<file path="config.mk">
export PLATFORM = sky130hd
export DESIGN_NAME = irq_arbiter
export DESIGN_NICKNAME = d
export VERILOG_FILES = /design/src/rtl/irq_arbiter.sv
export SDC_FILE = /design/constraint.sdc
export NUM_CORES = 1
export LEC_CHECK = 0
export BUFFER_PORTS_ARGS = -buffer_cell sky130_fd_sc_hd__buf_2
export CAP_MARGIN = 10
export CORE_ASPECT_RATIO = 1.5
export CORE_MARGIN = 4
export CORE_UTILIZATION = 36
export CTS_CLUSTER_SIZE = 24
export DETAILED_ROUTE_END_ITERATION = 12
export MAX_ROUTING_LAYER = met4
export PLACE_DENSITY_LB_ADDON = 0.1
export SLEW_MARGIN = 10
export SYNTH_ARGS = -nofsm -noshare
export SYNTH_HDL_FRONTEND = slang
export SYNTH_SLANG_ARGS = --single-unit
</file>
<file path="constraint.sdc">
create_clock -name clk -period 3.3 [get_ports clk]
set_input_delay 0.66 -clock clk [delete_from_list [all_inputs] [get_ports clk]]
set_output_delay 0.66 -clock clk [all_outputs]
set_load 0.005 [all_outputs]
</file>
<file path="src/rtl/irq_arbiter.sv">
module irq_arbiter #(
  parameter int TICK_DIV = 4096
) (
  input  logic        clk,
  input  logic        rst_n,
  input  logic        reg_we,
  input  logic [2:0]  reg_addr,
  input  logic [7:0]  reg_wdata,
  output logic [7:0]  reg_rdata,
  input  logic [3:0]  tmr_ovf,
  input  logic        sio_done,
  input  logic        disp_done,
  input  logic        vsync,
  input  logic [2:0]  ext_pin,
  input  logic        brk_req,
  input  logic        irq_disable,
  output logic        accept,
  output logic [15:0] vector
);
  localparam int NSRC = 11;
  localparam int NPIN = 3;
  localparam int CW   = $clog2(TICK_DIV);

  logic [NSRC-1:0] req, en, ev, elig, grant, wr_clr;
  logic [NPIN-1:0] pol, s1, s2, s3, pin_ev;
  logic [CW-1:0]   cnt;
  logic            ctl_stop, boot, brk_pend, brk_take, tick;

  function automatic logic [15:0] vec_of(input int i);
    case (i)
      0: vec_of = 16'hFFFC;
      1: vec_of = 16'hFFFA;
      2: vec_of = 16'hFFF8;
      3: vec_of = 16'hFFF4;
      4: vec_of = 16'hFFF2;
      5: vec_of = 16'hFFF0;
      6: vec_of = 16'hFFEE;
      7: vec_of = 16'hFFEC;
      8: vec_of = 16'hFFEA;
      9: vec_of = 16'hFFE8;
      default: vec_of = 16'hFFE4;
    endcase
  endfunction

  always_ff @(posedge clk or negedge rst_n)
    if (!rst_n) {s3, s2, s1} <= '0;
    else        {s3, s2, s1} <= {s2, s1, ext_pin};

  for (genvar k = 0; k < NPIN; k++) begin : g_edge
    assign pin_ev[k] = pol[k] ? (s3[k] & ~s2[k]) : (s2[k] & ~s3[k]);
  end

  assign tick = !ctl_stop && (cnt == CW'(TICK_DIV - 1));

  always_ff @(posedge clk or negedge rst_n)
    if (!rst_n)        cnt <= '0;
    else if (ctl_stop) cnt <= '0;
    else               cnt <= tick ? '0 : cnt + CW'(1);

  assign ev = {pin_ev[2], sio_done, tmr_ovf[0], tmr_ovf[1], tmr_ovf[2],
               vsync, tick, tmr_ovf[3], pin_ev[0], pin_ev[1], disp_done};

  assign elig = boot ? '0 : (req & en & {NSRC{~irq_disable}});

  always_comb begin
    grant = '0;
    for (int i = NSRC - 1; i >= 0; i--)
      if (elig[i]) begin
        grant    = '0;
        grant[i] = 1'b1;
      end
  end

  assign brk_take = !boot && (elig == '0) && brk_pend;
  assign accept   = boot | (|elig) | brk_take;

  always_comb begin
    vector = brk_take ? 16'hFFDE : 16'h0000;
    for (int i = 0; i < NSRC; i++)
      if (grant[i]) vector = vec_of(i);
    if (boot) vector = 16'hFFFE;
  end

  always_comb begin
    wr_clr = '0;
    if (reg_we && reg_addr == 3'd0) wr_clr[7:0]  = ~reg_wdata;
    if (reg_we && reg_addr == 3'd1) wr_clr[10:8] = ~reg_wdata[2:0];
  end

  always_ff @(posedge clk or negedge rst_n)
    if (!rst_n) begin
      req      <= '0;
      en       <= '0;
      pol      <= '0;
      ctl_stop <= 1'b0;
      boot     <= 1'b1;
      brk_pend <= 1'b0;
    end else begin
      req      <= (req & ~wr_clr & ~grant) | ev;
      boot     <= 1'b0;
      brk_pend <= (brk_pend & ~brk_take) | brk_req;
      if (reg_we && reg_addr == 3'd2) en[7:0]  <= reg_wdata;
      if (reg_we && reg_addr == 3'd3) en[10:8] <= reg_wdata[2:0];
      if (reg_we && reg_addr == 3'd4) pol      <= reg_wdata[5:3];
      if (reg_we && reg_addr == 3'd5) ctl_stop <= reg_wdata[0];
    end

  always_comb
    case (reg_addr)
      3'd0:    reg_rdata = req[7:0];
      3'd1:    reg_rdata = {5'b0, req[10:8]};
      3'd2:    reg_rdata = en[7:0];
      3'd3:    reg_rdata = {5'b0, en[10:8]};
      3'd4:    reg_rdata = {2'b0, pol, 3'b0};
      3'd5:    reg_rdata = {7'b0, ctl_stop};
      default: reg_rdata = 8'h00;
    endcase
endmodule

</file>
==> flow_metrics.env <==
export IMPL_drv_slew=0
export IMPL_design_area_um2=2930
export IMPL_layout_common_cells="buf_2 (49), dfrtp_1 (47), nor2_1 (30)"
export IMPL_power_frac_seq_pct=50.1
export IMPL_n_antenna_cell=0
export IMPL_hold_buffers=0
export IMPL_synth_area_um2=2550
export IMPL_syn_to_final_growth_pct=14.6
export IMPL_fmax_mhz=313
export IMPL_ys_seq_area_share_pct=48.1
export IMPL_cts_tree="yes"
export IMPL_synth_top_area_share_pct=47.0
export IMPL_cp_endpoint="vector[13]"
export IMPL_synth_top_flop_cell="dfrtp_1"
export IMPL_antenna_left=0
export IMPL_boundaryPins=51
export IMPL_crit_path_start_kind="flip-flop"
export IMPL_period_minus_slack_ps=3200
export IMPL_dp_hpwl_um=4600
export IMPL_power_switching_uw=456
export IMPL_htreeDepth=2
export IMPL_drc=0
export IMPL_crit_required_ps=2640
export IMPL_netlist_instances=244
export IMPL_timing_hold_ws_ps=267
export IMPL_antenna_found_initial=0
export IMPL_gr_total_overflow=0
export IMPL_fin_util_pct=42.4
export IMPL_internal_power_mw=1.08
export IMPL_r2r_start="en[4]"
export IMPL_clkTransAtPathRegs_ps=90
export IMPL_die_h_um=111
export IMPL_worstSkewPairLatency_ps=290
export IMPL_dpl_cell_area_um2=2810
export IMPL_criticalPathCategory="flip-flop to output pin"
export IMPL_max_stage_delay_ps=550
export IMPL_avgSynthCellArea_um2=10.5
export IMPL_placed_cells=358
export IMPL_placement_rows=37
export IMPL_setup_viol=0
export IMPL_synth_async_reset_ratio_pct=100
export IMPL_vias_per_cell=5.30
export IMPL_die_w_um=76.8
export IMPL_clockBufferDepth=2
export IMPL_swShare_pct=29.7
export IMPL_final_layout_size_suffix_gt1_share_pct=32.6
export IMPL_gp_congestion=0.892
export IMPL_yosysUniqueCellTypes=49
export IMPL_peakVddDrop_v=0.000244
export IMPL_finalNonFillerCells=366
export IMPL_start_util_pct=37.0
export IMPL_reg2reg_slack_ps=1160
export IMPL_cp_startpoint="en[4]"
export IMPL_p_leak_nw=1.27
export IMPL_worstRegToRegCells=5
export IMPL_hold_class="input pin to async pin"
export IMPL_skew_ps=6.41
export IMPL_rsz0062_at_grt="no"
export IMPL_clkSinkCount=49
export IMPL_path_max_fanout=10
export IMPL_grt_use_total_pct=15.3
export IMPL_grt_pass1_wl_um=10100
export IMPL_timing_final_crit_share_pct=96.8
export IMPL_portBuffers=49
export IMPL_die_area_um2=8530
export IMPL_final_nets=315
export IMPL_totalWireLength_um=5980
export IMPL_core_um2=6900
export IMPL_path_cells="a22o_1, and2_4, or3_4, or4_4, nand2b_2, buf_2"
export IMPL_synth_area_top_cells="dfrtp_1 (47%), mux2_2 (6.6%), nor2_1 (4.4%)"
export IMPL_tns_ps=0
export IMPL_ys_warn_count=0
export IMPL_r2r_end="brk_pend"
export IMPL_yosysTopAreaCell="dfrtp_1"
export IMPL_synth_seq_cells=49
export IMPL_via_count=1941
export IMPL_drt_iter0_drc=81
export IMPL_crit_slowest_cell="or4_4"
export IMPL_final_common_cell="buf_2"
export IMPL_drtPass1Iterations=5
export IMPL_wl_per_cell_um=16.3
export IMPL_hold_viol_final=0
export IMPL_cts_buffers=5
export IMPL_powerDensity_nw_per_um2=524
export IMPL_cap_viol_max_count=0
export IMPL_synth_enable_flop_cells=0
export IMPL_pwr_share_comb_pct=22.9
export IMPL_grt_pass1_vias=2081
export IMPL_grt_max_degree=35
export IMPL_outcome="complete, no violations"
export IMPL_end_kind="output pin"
export IMPL_cts_root_buf="clkbuf_8"
export IMPL_p_clk_share_pct=26.9
export IMPL_cp_arrival_ps=2540
==> synthesized netlist by cell type, drive strengths merged, types with 2 or more instances <==
| master | n |
|---|---|
| dfrtp | 48 |
| nor2 | 30 |
| nand2 | 16 |
| buf | 15 |
| mux2 | 15 |
| nand3 | 13 |
| o21ai | 9 |
| inv | 6 |
| nand2b | 6 |
| nor2b | 6 |
| a21oi | 5 |
| mux2i | 5 |
| nor3 | 5 |
| xnor2 | 5 |
| xor2 | 5 |
| and4 | 4 |
| nand4 | 4 |
| o211ai | 4 |
| o221ai | 4 |
| or2 | 4 |
| a31oi | 3 |
| mux4 | 3 |
| nand3b | 3 |
| o21bai | 3 |
| a22oi | 2 |
| and2 | 2 |
| and3 | 2 |
| clkbuf | 2 |
| nor4 | 2 |
| or3b | 2 |
==> worst min path at each step <==
stage | slack [ps] | end | cells after the start | from
after global routing | 290 | s2[1] | 1 | rst_n
after global placement | 330 | s2[0] | 0 | s1[0]
after CTS | 270 | s2[1] | 1 | rst_n
after detailed placement | 340 | s2[0] | 0 | s1[0]
final | 270 | s2[1] | 1 | rst_n
after floorplan | 330 | s2[0] | 0 | s1[0]
==> layout make-up <==
type | count | area [µm²]
multi-input cells | 173 | 1200
fillers | 686 | 3970
clock buffers | 5 | 68.8
repair buffers | 53 | 275
flip-flops and latches | 49 | 1230
well taps | 78 | 97.6
clock inverters | 2 | 35.0
inverters | 6 | 22.5
==> flip-flops by register name, summed over array words and instances (netlist names) <==
signal and cells:
s2 3, s1 3, cnt 12, req 11, s3 3, en 11, brk_pend 1, pol 3
boot 1, ctl_stop 1
==> metal layers <==
metal / up-vias / share of wire (%) / global-route usage [%]
li1: 939 / - / -
met1: 953 / 39 / 16.1
met2: 43 / 55 / 28.8
met3: 6 / 4.0 / 2.52
met4: 0 / 1.2 / 4.59
met5: - / 0 / -
==> worst max-delay path: cells and delay by family, from the launching register on <==
family / cells / cell delay, ps
AO/OA/AOI/OAI: 1 / 280
buffers and inverters: 1 / 150
flip-flops: 1 / 450
AND/OR/NAND/NOR: 4 / 1350
==> metrics by stage <==
stage | setup WS (ps) | power (mW)
finish | 105 | 1.53
global route | 1.60 | 1.63
CTS | 15.1 | 1.55
detailed placement | 125 | 1.13
global placement | 169 | 1.13
floorplan | 244 | 1.01
==> logic make-up (layout without fill, tap and decap cells) <==
family,Yosys count,in the layout,synth area share [%]
AO/OA/AOI/OAI,36,36,10.6
XOR/XNOR,10,10,3.43
adder cells (fa/ha/maj),1,1,0.490
buffers and inverters,23,66,5.29
flip-flops,49,49,48.1
multiplexers,23,23,11.4
other,1,2,0.147
AND/OR/NAND/NOR,101,101,20.6
==> power groups by stage <==
| stage | Clock, mW | Combinational, mW | Sequential [mW] |
|---|---|---|---|
| after detailed placement | 0 | 0.350 | 0.783 |
| after CTS | 0.431 | 0.351 | 0.770 |
| after global routing | 0.452 | 0.394 | 0.784 |
| after global placement | 0 | 0.348 | 0.779 |
| final | 0.413 | 0.352 | 0.770 |
| after floorplan | 0 | 0.255 | 0.754 |
==> what timing repair did <==
item	in CTS	in global routing
endpoints found under the hold margin	0	0
resized for setup	0	3
setup buffers	0	1
setup endpoints to repair	0	10
No activity file was read; power rests on OpenSTA's default activity.
